<file path="config.mk">
export PLATFORM = sky130hd
export DESIGN_NAME = raster_timing_gen
export DESIGN_NICKNAME = d
export VERILOG_FILES = /design/src/rtl/raster_pkg.sv /design/src/rtl/raster_counter.sv /design/src/rtl/raster_hfsm.sv /design/src/rtl/raster_vfsm.sv /design/src/rtl/raster_timing_gen.sv
export SDC_FILE = /design/constraint.sdc
export NUM_CORES = 1
export LEC_CHECK = 0
export ABC_CLOCK_PERIOD_IN_PS = 2900
export BUFFER_PORTS_ARGS = -buffer_cell sky130_fd_sc_hd__buf_2
export CORE_MARGIN = 5
export CORE_UTILIZATION = 54
export CTS_BUF_LIST = sky130_fd_sc_hd__clkbuf_8 sky130_fd_sc_hd__clkbuf_16
export DETAILED_ROUTE_END_ITERATION = 7
export PLACE_DENSITY = 0.76
export SETUP_SLACK_MARGIN = 0.1
export SYNTH_ARGS = -nofsm -noshare
export SYNTH_HDL_FRONTEND = slang
export SYNTH_SLANG_ARGS = --single-unit
</file>
<file path="constraint.sdc">
create_clock -name clk -period 2.9 [get_ports clk]
set_input_delay 0.29 -clock clk [delete_from_list [all_inputs] [get_ports clk]]
set_output_delay 0.29 -clock clk [all_outputs]
set_load 0.1 [all_outputs]
</file>
<file path="src/rtl/raster_pkg.sv">
package raster_pkg;

    typedef enum logic [2:0] {
        H_OFF,
        H_SYNC,
        H_PORCH,
        H_FETCH,
        H_BOTH,
        H_DRAIN,
        H_TAIL
    } hphase_t;

    typedef enum logic [2:0] {
        V_OFF,
        V_SYNC_FULL,
        V_SYNC_HALF,
        V_TOP,
        V_ACTIVE,
        V_BOTTOM
    } vphase_t;

endpackage

</file>
<file path="src/rtl/raster_counter.sv">
module raster_counter #(
    parameter int LIMIT = 1024,
    localparam int W = $clog2(LIMIT)
) (
    input  logic         clk,
    input  logic         rst,
    input  logic         step,
    output logic [W-1:0] cnt_q,
    output logic [W-1:0] cnt_n,
    output logic         wrap
);
    localparam logic [W-1:0] LAST = W'(LIMIT - 1);

    assign wrap = step && (cnt_q == LAST);

    always_comb begin
        if (!step)
            cnt_n = cnt_q;
        else if (cnt_q == LAST)
            cnt_n = '0;
        else
            cnt_n = cnt_q + 1'b1;
    end

    always_ff @(posedge clk) begin
        if (rst)
            cnt_q <= '0;
        else
            cnt_q <= cnt_n;
    end

    p_count_bound_r1: assert property (@(posedge clk) disable iff (rst)
        cnt_q <= LAST);

endmodule

</file>
<file path="src/rtl/raster_hfsm.sv">
module raster_hfsm
    import raster_pkg::*;
#(
    parameter int H_TOTAL     = 1024,
    parameter int HSYNC_LEN   = 75,
    parameter int H_ACT_START = 256,
    parameter int H_ACT_W     = 640,
    parameter int PIX_DELAY   = 8,
    localparam int W = $clog2(H_TOTAL)
) (
    input  logic         clk,
    input  logic         rst,
    input  logic [W-1:0] h_q,
    input  logic [W-1:0] h_n,
    output logic         hsync_n,
    output logic         fetch_h,
    output logic         pix_h,
    output logic         sol
);
    localparam logic [W-1:0] E_SYNC  = W'(HSYNC_LEN);
    localparam logic [W-1:0] E_FETCH = W'(H_ACT_START);
    localparam logic [W-1:0] E_BOTH  = W'(H_ACT_START + PIX_DELAY);
    localparam logic [W-1:0] E_DRAIN = W'(H_ACT_START + H_ACT_W);
    localparam logic [W-1:0] E_TAIL  = W'(H_ACT_START + H_ACT_W + PIX_DELAY);

    hphase_t st_q, st_n;

    always_comb begin
        st_n = st_q;
        unique case (st_q)
            H_OFF:   st_n = H_SYNC;
            H_SYNC:  if (h_n == E_SYNC)  st_n = H_PORCH;
            H_PORCH: if (h_n == E_FETCH) st_n = H_FETCH;
            H_FETCH: if (h_n == E_BOTH)  st_n = H_BOTH;
            H_BOTH:  if (h_n == E_DRAIN) st_n = H_DRAIN;
            H_DRAIN: if (h_n == E_TAIL)  st_n = H_TAIL;
            H_TAIL:  if (h_n == '0)      st_n = H_SYNC;
            default: st_n = H_OFF;
        endcase
    end

    always_ff @(posedge clk) begin
        if (rst) begin
            st_q <= H_OFF;
            sol  <= 1'b0;
        end else begin
            st_q <= st_n;
            sol  <= (h_n == '0);
        end
    end

    always_comb begin
        hsync_n = 1'b1;
        fetch_h = 1'b0;
        pix_h   = 1'b0;
        unique case (st_q)
            H_SYNC:  hsync_n = 1'b0;
            H_FETCH: fetch_h = 1'b1;
            H_BOTH:  begin fetch_h = 1'b1; pix_h = 1'b1; end
            H_DRAIN: pix_h = 1'b1;
            default: ;
        endcase
    end

    p_hsync_fall_r3: assert property (@(posedge clk) disable iff (rst)
        $fell(hsync_n) |-> h_q == '0);
    p_hsync_rise_r3: assert property (@(posedge clk) disable iff (rst)
        $rose(hsync_n) |-> h_q == E_SYNC);
    p_sol_pos_r10: assert property (@(posedge clk) disable iff (rst)
        sol |-> h_q == '0);

endmodule

</file>
<file path="src/rtl/raster_vfsm.sv">
module raster_vfsm
    import raster_pkg::*;
#(
    parameter int H_TOTAL      = 1024,
    parameter int V_TOTAL      = 312,
    parameter int VS_END_LINE  = 2,
    parameter int VS_END_H     = 512,
    parameter int V_ACT_START  = 38,
    parameter int V_ACT_LINES  = 256,
    localparam int HW = $clog2(H_TOTAL),
    localparam int VW = $clog2(V_TOTAL)
) (
    input  logic          clk,
    input  logic          rst,
    input  logic [HW-1:0] h_q,
    input  logic [HW-1:0] h_n,
    input  logic [VW-1:0] v_q,
    input  logic [VW-1:0] v_n,
    output logic          vsync_n,
    output logic          line_act,
    output logic          sof
);
    localparam logic [VW-1:0] L_HALF = VW'(VS_END_LINE);
    localparam logic [HW-1:0] H_HALF = HW'(VS_END_H);
    localparam logic [VW-1:0] L_ACT  = VW'(V_ACT_START);
    localparam logic [VW-1:0] L_BOT  = VW'(V_ACT_START + V_ACT_LINES);

    vphase_t st_q, st_n;
    logic    line_edge;

    assign line_edge = (h_n == '0);

    always_comb begin
        st_n = st_q;
        unique case (st_q)
            V_OFF:       st_n = V_SYNC_FULL;
            V_SYNC_FULL: if (line_edge && v_n == L_HALF) st_n = V_SYNC_HALF;
            V_SYNC_HALF: if (h_n == H_HALF)              st_n = V_TOP;
            V_TOP:       if (line_edge && v_n == L_ACT)  st_n = V_ACTIVE;
            V_ACTIVE:    if (line_edge && v_n == L_BOT)  st_n = V_BOTTOM;
            V_BOTTOM:    if (line_edge && v_n == '0)     st_n = V_SYNC_FULL;
            default:     st_n = V_OFF;
        endcase
    end

    always_ff @(posedge clk) begin
        if (rst) begin
            st_q <= V_OFF;
            sof  <= 1'b0;
        end else begin
            st_q <= st_n;
            sof  <= line_edge && (v_n == '0);
        end
    end

    always_comb begin
        vsync_n  = 1'b1;
        line_act = 1'b0;
        unique case (st_q)
            V_SYNC_FULL: vsync_n  = 1'b0;
            V_SYNC_HALF: vsync_n  = 1'b0;
            V_ACTIVE:    line_act = 1'b1;
            default: ;
        endcase
    end

    p_vsync_fall_r4: assert property (@(posedge clk) disable iff (rst)
        $fell(vsync_n) |-> (v_q == '0 && h_q == '0));
    p_vsync_rise_r5: assert property (@(posedge clk) disable iff (rst)
        $rose(vsync_n) |-> (v_q == L_HALF && h_q == H_HALF));
    p_active_start_r6: assert property (@(posedge clk) disable iff (rst)
        $rose(line_act) |-> (v_q == L_ACT && h_q == '0));

endmodule

</file>
<file path="src/rtl/raster_timing_gen.sv">
module raster_timing_gen #(
    parameter int H_TOTAL     = 1024,
    parameter int HSYNC_LEN   = 75,
    parameter int H_ACT_START = 256,
    parameter int H_ACT_W     = 640,
    parameter int PIX_DELAY   = 8,
    parameter int V_TOTAL     = 312,
    parameter int VS_END_LINE = 2,
    parameter int VS_END_H    = 512,
    parameter int V_ACT_START = 38,
    parameter int V_ACT_LINES = 256
) (
    input  logic                       clk,
    input  logic                       rst,
    output logic [$clog2(H_TOTAL)-1:0] h_count,
    output logic [$clog2(V_TOTAL)-1:0] v_count,
    output logic                       hsync_n,
    output logic                       vsync_n,
    output logic                       line_start,
    output logic                       frame_start,
    output logic                       line_active,
    output logic                       fetch_win,
    output logic                       pixel_win
);
    localparam int HW = $clog2(H_TOTAL);
    localparam int VW = $clog2(V_TOTAL);

    logic          running_q;
    logic [HW-1:0] h_n;
    logic [VW-1:0] v_n;
    logic          h_wrap, v_wrap;
    logic          fetch_h, pix_h;

    always_ff @(posedge clk) begin
        if (rst)
            running_q <= 1'b0;
        else
            running_q <= 1'b1;
    end

    raster_counter #(.LIMIT(H_TOTAL)) u_hcnt (
        .clk(clk), .rst(rst), .step(running_q),
        .cnt_q(h_count), .cnt_n(h_n), .wrap(h_wrap)
    );

    raster_counter #(.LIMIT(V_TOTAL)) u_vcnt (
        .clk(clk), .rst(rst), .step(h_wrap),
        .cnt_q(v_count), .cnt_n(v_n), .wrap(v_wrap)
    );

    raster_hfsm #(
        .H_TOTAL(H_TOTAL), .HSYNC_LEN(HSYNC_LEN), .H_ACT_START(H_ACT_START),
        .H_ACT_W(H_ACT_W), .PIX_DELAY(PIX_DELAY)
    ) u_hfsm (
        .clk(clk), .rst(rst), .h_q(h_count), .h_n(h_n),
        .hsync_n(hsync_n), .fetch_h(fetch_h), .pix_h(pix_h), .sol(line_start)
    );

    raster_vfsm #(
        .H_TOTAL(H_TOTAL), .V_TOTAL(V_TOTAL), .VS_END_LINE(VS_END_LINE),
        .VS_END_H(VS_END_H), .V_ACT_START(V_ACT_START), .V_ACT_LINES(V_ACT_LINES)
    ) u_vfsm (
        .clk(clk), .rst(rst), .h_q(h_count), .h_n(h_n), .v_q(v_count), .v_n(v_n),
        .vsync_n(vsync_n), .line_act(line_active), .sof(frame_start)
    );

    assign fetch_win = fetch_h & line_active;
    assign pixel_win = pix_h & line_active;

    p_line_wrap_r1: assert property (@(posedge clk) disable iff (rst)
        h_wrap |=> h_count == '0);
    p_frame_wrap_r2: assert property (@(posedge clk) disable iff (rst)
        v_wrap |=> (v_count == '0 && frame_start));
    p_fetch_open_r7: assert property (@(posedge clk) disable iff (rst)
        $rose(fetch_win) |-> h_count == HW'(H_ACT_START));
    p_pix_open_r8: assert property (@(posedge clk) disable iff (rst)
        $rose(pixel_win) |-> h_count == HW'(H_ACT_START + PIX_DELAY));
    p_sof_in_sol_r10: assert property (@(posedge clk) disable iff (rst)
        frame_start |-> line_start);

endmodule

</file>
; Yosys cells after proc, flatten, opt, wreduce, memory -nomap -nowiden
; Index checks and enable logic that the tools add are counted.
[classes]
add_sub_neg = 2
eq_ne = 33
muxes = 23
n_bitwise = 2
reduce_logical = 14
[ops]
columns = op, n
row1 = $eq A10 B10 Y1 const B, 4
row2 = $mux W3, 11
row3 = $ne A2 B1 Y1 const B, 11
row4 = $pmux W3 S7, 1
row5 = $eq A10 B9 Y1 const B, 2
row6 = $mux W10, 2
row7 = $eq A9 B9 Y1 const B, 2
row8 = $mux W9, 2
row9 = $pmux W3 S6, 1
row10 = $eq A3 B3 Y1 const B, 5
row11 = $eq A3 B2 Y1 const B, 4
row12 = $add A10 B1 Y10 const B, 1
row13 = $eq A10 B7 Y1 const B, 1
row14 = $logic_not A10 Y1, 1
row15 = $add A9 B1 Y9 const B, 1
row16 = $eq A9 B2 Y1 const B, 1
row17 = $eq A9 B6 Y1 const B, 1
row18 = $logic_not A9 Y1, 1
row19 = $eq A3 B1 Y1 const B, 2
row20 = $logic_not A3 Y1, 2
row21 = $mux W1, 6
row22 = $reduce_and A6 Y1, 1
row23 = $reduce_or A2 Y1, 3
row24 = $logic_and A1 B1 Y1, 5
row25 = other kinds (2), 3
[totals]
regBits = 28
in_bits = 2
wordCells = 81

; Depth between registers and ports, before layout
; Gate-level depths: netlist of run 1.
[depth]
ltp_word = 7
depth_mapped = 10
ltp_nobuf = 9

; Cells and area by module
; From an unflattened synthesis of run 1, not the netlist that was laid out.
[hier_totals]
hier_cells = 209
area_unflattened_um2 = 1810.5
[by_module_without_submodules]
columns = module, instances, cells_per_inst, area_each_um2, seq_area_each_um2
row1 = raster_counter (u_hcnt), 1, 60, 558.0, 200.2
row2 = raster_counter (u_vcnt), 1, 55, 524.3, 180.2
row3 = raster_hfsm, 1, 47, 364.1, 80.1
row4 = raster_vfsm, 1, 43, 327.8, 80.1
row5 = raster_timing_gen, 1, 4, 36.3, 20.0

; Worst setup path after synthesis of run 1
; OpenSTA, ideal clock, no wires.
[synth_timing]
path_kind = register to register
start = register u_hcnt.cnt_q[0]
end = register u_hfsm.st_q[0]
setup_ns = 0.096
arrival_time_ns = 3.255
path_slack_ns = -0.451
stages_incl_launch_ff = 10
synth_period_minus_slack_ns = 3.351
cell_sequence = dfxtp_1 > ha_1 > and3_4 > nand4_1 > xor2_1 > o211ai_1 > or4_4 > a31oi_4 > nand2_2 > o41ai_2
[synth_via]
elab_chain_len = 6
elab_cells_between_ends = 17
cone_classes = add/sub (1) / eq/ne (12) / mux (2) / reduce/logical (2)
[synth_rtl]
columns = element, line_no
row1 = from (decl), raster_counter.sv:8  ; output logic [W-1:0] cnt_q,
row2 = from (signal assigned), raster_counter.sv:29  ; cnt_q <= cnt_n;
row3 = $add A10 B1 Y10 or $eq A10 B10 Y1 (tied branches), "raster_counter.sv:22, raster_counter.sv:19"
row4 = $mux W10, raster_counter.sv:19  ; else if (cnt_q == LAST)
row5 = $mux W10 *, raster_counter.sv:17  ; if (!step)
row6 = $eq A10 B10 Y1 (tied with other cells), raster_hfsm.sv:36  ; H_DRAIN: if (h_n == E_TAIL) st_n = H_TAIL;
row7 = $ne A2 B1 Y1 (no source line), n/a
row8 = $reduce_and A6 Y1 (no source line) *, n/a
row9 = to (signal assigned), raster_hfsm.sv:47  ; st_q <= st_n;
row10 = to (decl), raster_hfsm.sv:26  ; hphase_t st_q, st_n;
; Mark *: on every way between the ends. The rest lies on a longest branch, timed or not.
; A chain may end at the register's enable or synchronous reset.

; Worst setup path after layout of run 1
; Same ends and word-level chain as after synthesis.

==> run summary, run 1 <==
Final Skew - 0.00284 ns
Nets - 281
Hold EP - u_hcnt.cnt_q[4]$_SDFF_PP0_
most frequent cells in the layout - nor2_1 (28), buf_2 (27), nand2_1 (25)
CTS tree - yes
CTS Hold Bufs - 0
Largest delay share family, worst path - simple AND/OR/NAND/NOR gates
Flop pwr share - 0.451
Clk Latency, worst-skew pair - 0.27 ns
CP Class - reg2reg
Vias per Instance - 6.02
crit-path max cell delay - 0.56 ns
Clock transition at path regs - 0.09 ns
io pins - 28
Die X - 70.3 um
worst path bufs/invs - 0
commonest non-fill, non-tap cell in the layout - nor2_1
Peak supply drop - 0.599 mV
WHS - 0.462 ns
routed vias - 1940
post-synth net total - 252
gr usage total - 0.178
Slew HR - 0.660
Main synth FF type - dfxtp_1
Die Span Y - 70.3 um
setup violators final - 0
Placeable Area - 0.00342 mm2
Logic pwr share - 0.308
Clock Tree Root - clkbuf_8
final core occ - 0.678
Worst-Margin Slew - 0.510 ns
Ant. Diodes - 0
Multi-input gate area - 0.00137 mm2
Num CTS Buffers - 3
total routed wirelength - 4710 um
final-report max-slew violation count - 0
PwrDens - 431 mW/mm2
I/O Buffers - 27
Die Footprint - 0.00494 mm2
Area Overhead vs Synth - 18.0%
worst hold-check path type - in2reg
Sw Pwr - 0.000377 W
Hold Crit Start - rst
number of remaining DRC errors - 0
outcome - completed
first-pass GRT wire length - 7340 um
Seq cells post-synth - 28
Synth Cell Area - 0.00196 mm2
crit path max fanout - 11
Reg area - 583 um2
RSZ-0062 raised after global routing - false
DP Wirelength - 3310 um
Yosys Warn Count - 0
number of global-route vias before repair - 1567
Data arrival, critical path - 2.84 ns
initial drt markers - 153
largest net degree at the start of global routing - 27
Finished Layout Cells - 322
final worst-path cycle share - 0.919
Hold Path Cell Cnt - 2
synthesized area per cell - 7.91 um2
Post-synth EDFFs - 0
Initial DRT Pass Iterations - 6
initial antenna violation count - 0
Power Internal - 0.000622 W
Clock Tree Buf Depth - 2
endpoints failing hold - 0
FF-to-FF End - u_hfsm.st_q[0]$_SDFFE_PP0P_
reg2reg path depth - 9
Leakage - 0.899 nW
worst r2r src - u_hcnt.cnt_q[0]$_SDFF_PP0_
CTS sink count - 28
crit start category - flip-flop
fmax - 375 MHz
Switching Share - 0.377
reg2reg setup slack - 0.24 ns
CP endpoint kind - flip-flop
worst-path cell chain - ha_1 > and4_2 > nand3_4 > o21ai_4 > nand3_2 > or4_4 > a31oi_4 > nand2_2 > o41ai_2
Mapped Cells - 248
Final min period - 2.66 ns
dpl cells - 311
GPL Wtd Cong - 0.945
Distinct cells, synth - 60
htree depth - 1
critical path's slowest cell - or4_4
max-cap violation count - 0
Critical Path RT - 3.08 ns
total negative setup slack - 0 ns
Clock power frac - 0.240
Async S/R FF share, synth - 0
global route total overflow - 0
# fillers - 286
Avg WL per Cell - 14.6 um
row cnt - 21
post-synthesis sequential area ratio - 0.286
Initial Utilization - 0.574
Routed Antenna Nets - 0
share of cells above drive strength 1 - 0.301
sequential cells by signal, indices dropped and copies added (netlist names):
register      flops
u_hfsm.st_q       3
u_hfsm.sol        1
u_vfsm.sof        1
u_vcnt.cnt_q      9
u_hcnt.cnt_q     10
running_q         1
u_vfsm.st_q       3
layout make-up:
| class | count | area share |
|---|---|---|
| multi-input cells | 196 | 0.591 |
| flip-flops and latches | 28 | 0.252 |
| repair buffers | 37 | 0.0908 |
| well taps | 46 | 0.0249 |
| clock buffers | 4 | 0.0238 |
| inverters | 11 | 0.0178 |
routing by layer:
metal  wire, um  vias up  global-route usage
met5          0        -                   0
met4         21        0              0.0383
met3        294        2              0.0373
met2       2170       74               0.270
met1       2230      898               0.257
li1           -      966                   -
Yosys cell counts, drive strengths merged, types with 3 or more instances:
cell     n  area share
xor2     6       0.027
dfxtp   28        0.29
and3     4       0.015
and4     4       0.018
xnor2    5       0.022
a211oi   3       0.011
nand3   12       0.045
mux2i    3       0.015
and2     5       0.016
o21ai   11       0.034
a21oi   14       0.041
nand2   26       0.051
nor4     8       0.032
nor3    13       0.033
nand4    8       0.033
nor2    28       0.054
a31oi    7       0.030
nand2b   5       0.016
buf      4       0.016
clkbuf   9       0.017
inv     11       0.021
timing repair:
action                     4_1_cts  5_1_grt
gates resized for setup          0       13
buffers inserted                 0        7
setup endpoints to repair        0        4
stage by stage:
step,power (W),setup WS [ns],cell area (um2)
finish,0.000999,0.235,2310
global route,0.00105,0.136,2310
CTS,0.00100,0.100,2190
detailed placement,0.000761,0.127,2130
global placement,0.000757,0.235,2130
floorplan,0.000715,0.113,1980
power by group through the flow:
stage | Clock (W) | Sequential (W) | Combinational [W]
final | 0.000240 | 0.000451 | 0.000308
after global routing | 0.000266 | 0.000458 | 0.000327
after CTS | 0.000249 | 0.000450 | 0.000303
after detailed placement | 0 | 0.000459 | 0.000301
after global placement | 0 | 0.000460 | 0.000297
after floorplan | 0 | 0.000470 | 0.000245
how the worst max path moves through the flow:
stage,depth (start not counted),slack (ns),startpoint,endpoint
after floorplan,6,0.11,u_vcnt.cnt_q[3]$_SDFF_PP0_,u_vfsm.st_q[0]$_SDFFE_PP0P_
after global placement,8,0.24,u_hcnt.cnt_q[0]$_SDFF_PP0_,u_vfsm.st_q[0]$_SDFFE_PP0P_
after detailed placement,8,0.13,u_hcnt.cnt_q[0]$_SDFF_PP0_,u_vfsm.st_q[0]$_SDFFE_PP0P_
after CTS,8,0.10,u_hcnt.cnt_q[0]$_SDFF_PP0_,u_vfsm.st_q[0]$_SDFFE_PP0P_
after global routing,9,0.14,u_hcnt.cnt_q[0]$_SDFF_PP0_,u_hfsm.st_q[0]$_SDFFE_PP0P_
final,9,0.24,u_hcnt.cnt_q[0]$_SDFF_PP0_,u_hfsm.st_q[0]$_SDFFE_PP0P_
kinds of logic after synthesis:
family / after synthesis / synth area share
buffers and inverters: 24 / 0.0542
adders and majority gates: 2 / 0.0128
muxes: 4 / 0.0210
AOI/OAI and AO/OA: 53 / 0.209
and+or+nand+nor: 126 / 0.369
DFF: 28 / 0.286
xor gates and xnor gates: 11 / 0.0491
Note: power is estimated with default switching activity, not from simulation.
==> run 2, diff against run 1 <==
PLACE_DENSITY = 0.84   (was 0.76)
SYNTH_HIERARCHICAL = 1   (was not set)
TNS_END_PERCENT = 100   (was not set)
==> run 2 against run 1 <==
Effect of this change:
- the flow now finishes with violations (setup timing)
- maximum frequency down 9.1%
- setup slack worse by 0.27 ns
- cell area up 4.5%
- sequential share of layout area down 0.37 points
- die area down 6.6%
- combinational power up 62%
- synthesized cell count down 16%
- synthesized area down 7.7%
- critical path type unchanged
==> run summary, run 2 <==
outcome - finished with violations
failing checks - setup timing
global route total overflow - 0
total negative setup slack - -0.0893 ns
Area Overhead vs Synth - 33.7%
Placed Area - 0.00216 mm2
Initial DRT Pass Iterations - 6
synthesized area per cell - 8.66 um2
PwrDens - 483 mW/mm2
top cells by area, synth - dfxtp_1 (31%), nand2_1 (3.5%), xor2_1 (3.4%)
most frequent cells in the layout - buf_2 (27), buf_4 (27), nand2_1 (17)
Post-synth EDFFs - 0
Initial Utilization - 0.551
crit-path max cell delay - 0.40 ns
Slew HR - 0.589
Critical Path RT - 3.06 ns
Logic pwr share - 0.427
Mapped Cells - 209
DP Wirelength - 3210 um
I/O Buffers - 27
number of global-route vias before repair - 1911
Distinct cells, synth - 56
Clk Latency, worst-skew pair - 0.27 ns
setup violators final - 3
Data arrival, critical path - 3.10 ns
final worst-path cycle share - 1.01
total power - 0.00117 W
Num CTS Buffers - 3
Synth Cell Area - 0.00181 mm2
Vias per Instance - 5.99
Die Footprint - 0.00461 mm2
io pins - 28
first-pass GRT wire length - 8060 um
number of remaining DRC errors - 0
endpoints failing hold - 0
Post-synth top cells - dfxtp_1 (28), nand2_1 (17), nor2_1 (16)
post-synth net total - 213
crit path max fanout - 5
max FFs per register - 10
Nets - 268
CTS sink count - 28
Power Internal - 0.000660 W
Ant. Diodes - 0
row cnt - 21
CP endpoint kind - flip-flop
share of cells above drive strength 1 - 0.433
Main synth FF type - dfxtp_1
largest area contributor in the netlist - dfxtp_1
Yosys Warn Count - 6
Clock transition at path regs - 0.09 ns
WHS - 0.467 ns
Worst-Margin Slew - 0.616 ns
largest net degree at the start of global routing - 33
Final min period - 2.93 ns
CTS tree - yes
Switching Share - 0.435
CTS Hold Bufs - 0
Placeable Area - 0.00328 mm2
Setup WS post-layout - -0.0315 ns
Die Span Y - 67.9 um
initial antenna violation count - 0
Largest delay share family, worst path - simple AND/OR/NAND/NOR gates
worst hold-check path type - in2reg
fin area - 0.00242 mm2
routed vias - 1851
Leakage - 1.08 nW
total routed wirelength - 4800 um
critical path's slowest cell - or3_4
worst path bufs/invs - 1
gr usage total - 0.221
crit start category - flip-flop
Final Skew - 0.00195 ns
Clock Tree Buf Depth - 2
CP Class - reg2reg
initial drt markers - 169
Peak supply drop - 0.347 mV
Avg WL per Cell - 15.5 um
Reg with most FFs - u_hcnt/cnt_q
Sw Pwr - 0.000507 W
post-synth top area share - 0.310
fmax - 341 MHz
max-cap violation count - 0
Die X - 67.9 um
worst-path cell chain - ha_4 > nand3_4 > nor3_4 > buf_12 > nand4_4 > or3_4 > a21oi_4 > and3_4 > nand3_2 > o31ai_2 > o211a_1 > mux2_4
Clock power frac - 0.178
GPL Wtd Cong - 0.911
Async S/R FF share, synth - 0
Routed Antenna Nets - 0
Clock Tree Root - clkbuf_8
post-synthesis sequential area ratio - 0.310
Seq cells post-synth - 28
largest registers - u_hcnt/cnt_q: 10 flops, u_vcnt/cnt_q: 9 flops
htree depth - 1
RSZ-0062 raised after global routing - true
final-report max-slew violation count - 0
Flop pwr share - 0.395
most frequent cell after synthesis - dfxtp_1
[run 2: repair_timing]
| action | 4_1_cts | 5_1_grt |
|---|---|---|
| gates resized for setup | 9 | 9 |
| setup endpoints to repair | 3 | 3 |
| pin swaps | 11 | 13 |
| buffers inserted | 11 | 3 |
[run 2: cells by family after synthesis]
kind of cell | Yosys count | share of synthesized area
simple gates | 105 | 0.377
compound gates | 41 | 0.164
flops | 28 | 0.310
buf+inv | 14 | 0.0352
xor+xnor | 12 | 0.0581
mux | 7 | 0.0422
fa+ha+maj | 2 | 0.0138
[run 2: power by group through the flow]
stage / sequential (W) / clock [W] / combinational (W)
after global placement: 0.000471 / 0 / 0.000449
after global routing: 0.000469 / 0.000231 / 0.000533
after floorplan: 0.000509 / 0 / 0.000343
after detailed placement: 0.000471 / 0 / 0.000456
after CTS: 0.000460 / 0.000215 / 0.000487
final: 0.000461 / 0.000208 / 0.000498
[run 2: per-layer routing]
layer / part of all wire / GRT usage
met3: 0.035 / 0.0246
met5: 0 / 0
met4: 0.0088 / 0.102
met1: 0.44 / 0.265
met2: 0.52 / 0.394
[run 2: final timing paths]
path                               start                     endpoint  slack (ns)  depth (start not counted)
max           u_hcnt/cnt_q[1]$_SDFF_PP0_  u_vfsm/st_q[0]$_SDFFE_PP0P_       -0.03                         12
min reg2reg  u_hfsm/st_q[1]$_SDFFE_PP0P_  u_hfsm/st_q[2]$_SDFFE_PP0P_        0.57                          2
min                                  rst            running_q$_DFF_P_        0.47                          2
max reg2reg   u_hcnt/cnt_q[1]$_SDFF_PP0_  u_vfsm/st_q[0]$_SDFFE_PP0P_       -0.03                         12
[run 2: stage by stage]
step           std cells  setup WS, ns   util
3_5_place_dp         291       -0.0375  0.658
5_1_grt              309        -0.147  0.737
6_report             309       -0.0315  0.737
3_3_place_gp         291        0.0399  0.658
4_1_cts              306        0.0422  0.710
2_1_floorplan        209        -0.149      -
[run 2: layout make-up]
class	instances	area, um2
Inverter	9	33.8
Tap cell	46	57.6
Sequential cell	28	601
Multi-Input combinational cell	167	1330
Fill cell	255	865
Timing Repair Buffer	55	358
Clock buffer	3	41.3
Clock inverter	1	3.75
==> run 3, diff against run 2 <==
HOLD_SLACK_MARGIN = 0.15   (was not set)
PLACE_DENSITY = not set   (was 0.84)
PLACE_DENSITY_LB_ADDON = 0.2   (was not set)
==> run 3 against run 2 <==
Effect of this change:
- the run now ends clean
- final cell count fell by 1.6%
- register-to-register slack improved by 0.05 ns
- largest cell class unchanged
- wire length fell by 12%
- worst hold slack got worse by 0.0098 ns
- core utilization fell by 2.5 points
- sequential share of layout area rose by 0.88 points
- die area did not move
- combinational power fell by 3%
- cell area fell by 3.4%
==> run summary, run 3 (synthesized netlist as in run 2, its figures left out) <==
CP Class - reg2reg
CTS tree - yes
first-pass GRT wire length - 7160 um
GPL Wtd Cong - 0.863
Data arrival, critical path - 3.05 ns
number of remaining DRC errors - 0
Num CTS Buffers - 3
final worst-path cycle share - 0.994
Vias per Instance - 5.71
Critical Path RT - 3.07 ns
CTS sink count - 28
RSZ-0062 raised after global routing - true
outcome - completed
Leakage - 1.03 nW
share of cells above drive strength 1 - 0.403
largest net degree at the start of global routing - 33
final core occ - 0.712
Place WS - 0.0371 ns
Slew HR - 0.605
max FFs per register - 10
Setup WS post-layout - 0.0172 ns
Worst-Margin Slew - 0.593 ns
CP endpoint kind - flip-flop
final-report max-slew violation count - 0
Placeable Area - 0.00328 mm2
Die Footprint - 0.00461 mm2
commonest non-fill, non-tap cell in the layout - buf_2
total routed wirelength - 4210 um
Routed Antenna Nets - 0
io pins - 28
endpoints failing hold - 0
crit-path max cell delay - 0.43 ns
PwrDens - 497 mW/mm2
total negative setup slack - 0 ns
largest registers - u_hcnt/cnt_q: 10 flops, u_vcnt/cnt_q: 9 flops
critical path's slowest cell - or3_4
setup violators final - 0
Final min period - 2.88 ns
worst path bufs/invs - 1
DP Wirelength - 3090 um
Ant. Diodes - 0
Avg WL per Cell - 13.8 um
most frequent cells in the layout - buf_2 (27), buf_4 (21), nand2_1 (17)
routed vias - 1735
Nets - 263
Die Span Y - 67.9 um
Clk Latency, worst-skew pair - 0.27 ns
Clock Tree Root - clkbuf_8
row cnt - 21
Reg with most FFs - u_hcnt/cnt_q
crit path max fanout - 5
Area Overhead vs Synth - 29.1%
crit start category - flip-flop
Final Skew - 0.00314 ns
initial drt markers - 102
htree depth - 1
max-cap violation count - 0
worst hold-check path type - in2reg
Initial DRT Pass Iterations - 4
Die X - 67.9 um
Clock Tree Buf Depth - 2
CTS Hold Bufs - 0
Largest delay share family, worst path - simple AND/OR/NAND/NOR gates
fmax - 347 MHz
gr usage total - 0.201
initial antenna violation count - 0
worst-path cell chain - ha_4 > nand3_4 > nor3_4 > buf_6 > nand4_4 > or3_4 > a21oi_4 > and3_4 > nand3_2 > o31ai_1 > o211a_1 > mux2_4
Clock transition at path regs - 0.09 ns
Initial Utilization - 0.551
Peak supply drop - 0.421 mV
I/O Buffers - 27
number of global-route vias before repair - 1633
global route total overflow - 0
==> run 3: changes by cell type in the layout (fill, tap and decap cells not counted), moves of 2 or more <==
cell     change
buf_4        -6
o21ai_0      -2
nand3_2      -2
o21ai_1      +3
buf_6        +2
nand3_1      +2
==> run 3: cell type report <==
| cell class | count | area, um2 |
|---|---|---|
| clock inverters | 1 | 3.75 |
| fillers | 277 | 947 |
| inverters | 9 | 33.8 |
| repair buffers | 50 | 315 |
| multi-input cells | 167 | 1280 |
| flip-flops and latches | 28 | 601 |
| clock buffers | 3 | 41.3 |
| well taps | 46 | 57.6 |
==> run 3: metrics by stage <==
stage	total power [W]	instance area, um2	hold WS (ns)	std cells
after detailed placement	0.000925	2150	0.543	289
after floorplan	0.000851	1900	0.347	209
final	0.00116	2340	0.457	304
after global placement	0.000922	2150	0.537	289
after CTS	0.00115	2260	0.441	299
after global routing	0.00124	2340	0.482	304
==> run 3: worst register-to-register path, cell delays in order (launching register included) <==
cell and delay [ns]:
dfxtp_4 0.38, ha_4 0.15, nand3_4 0.10, nor3_4 0.18, buf_6 0.15, nand4_4 0.11
or3_4 0.43, a21oi_4 0.17, and3_4 0.20, nand3_2 0.07, o31ai_1 0.24, o211a_1 0.29
mux2_4 0.32
==> run 3: routing by layer <==
metal / up-vias / global-route usage / share of wire
met5: - / 0 / 0
met4: 0 / 0.0844 / 0.013
met3: 5 / 0.0181 / 0.032
met2: 32 / 0.346 / 0.49
met1: 817 / 0.255 / 0.47
li1: 881 / - / -
==> run 3: where the power goes <==
part           total, W  internal [W]  switching [W]  leakage [nW]
Sequential     0.000463      0.000412      0.0000513         0.237
Combinational  0.000483      0.000148       0.000335         0.766
Clock          0.000214     0.0000951       0.000119        0.0269
Total           0.00116      0.000656       0.000506          1.03
==> run 3: path summary, 6_finish.rpt <==
kind                                                 start                           to  slack [ns]  cells past startpoint
worst min register to register  u_hcnt/cnt_q[9]$_SDFF_PP0_   u_hcnt/cnt_q[9]$_SDFF_PP0_        0.56                      1
worst max register to register  u_hcnt/cnt_q[1]$_SDFF_PP0_  u_vfsm/st_q[1]$_SDFFE_PP0P_        0.02                     12
worst max-delay path            u_hcnt/cnt_q[1]$_SDFF_PP0_  u_vfsm/st_q[1]$_SDFFE_PP0P_        0.02                     12
worst min-delay path                                   rst            running_q$_DFF_P_        0.46                      2
==> run 3: repair_timing <==
action,CTS,global route
resized for setup,4,11
buffers inserted,6,5
setup endpoints to repair,3,3
pin swaps,7,11
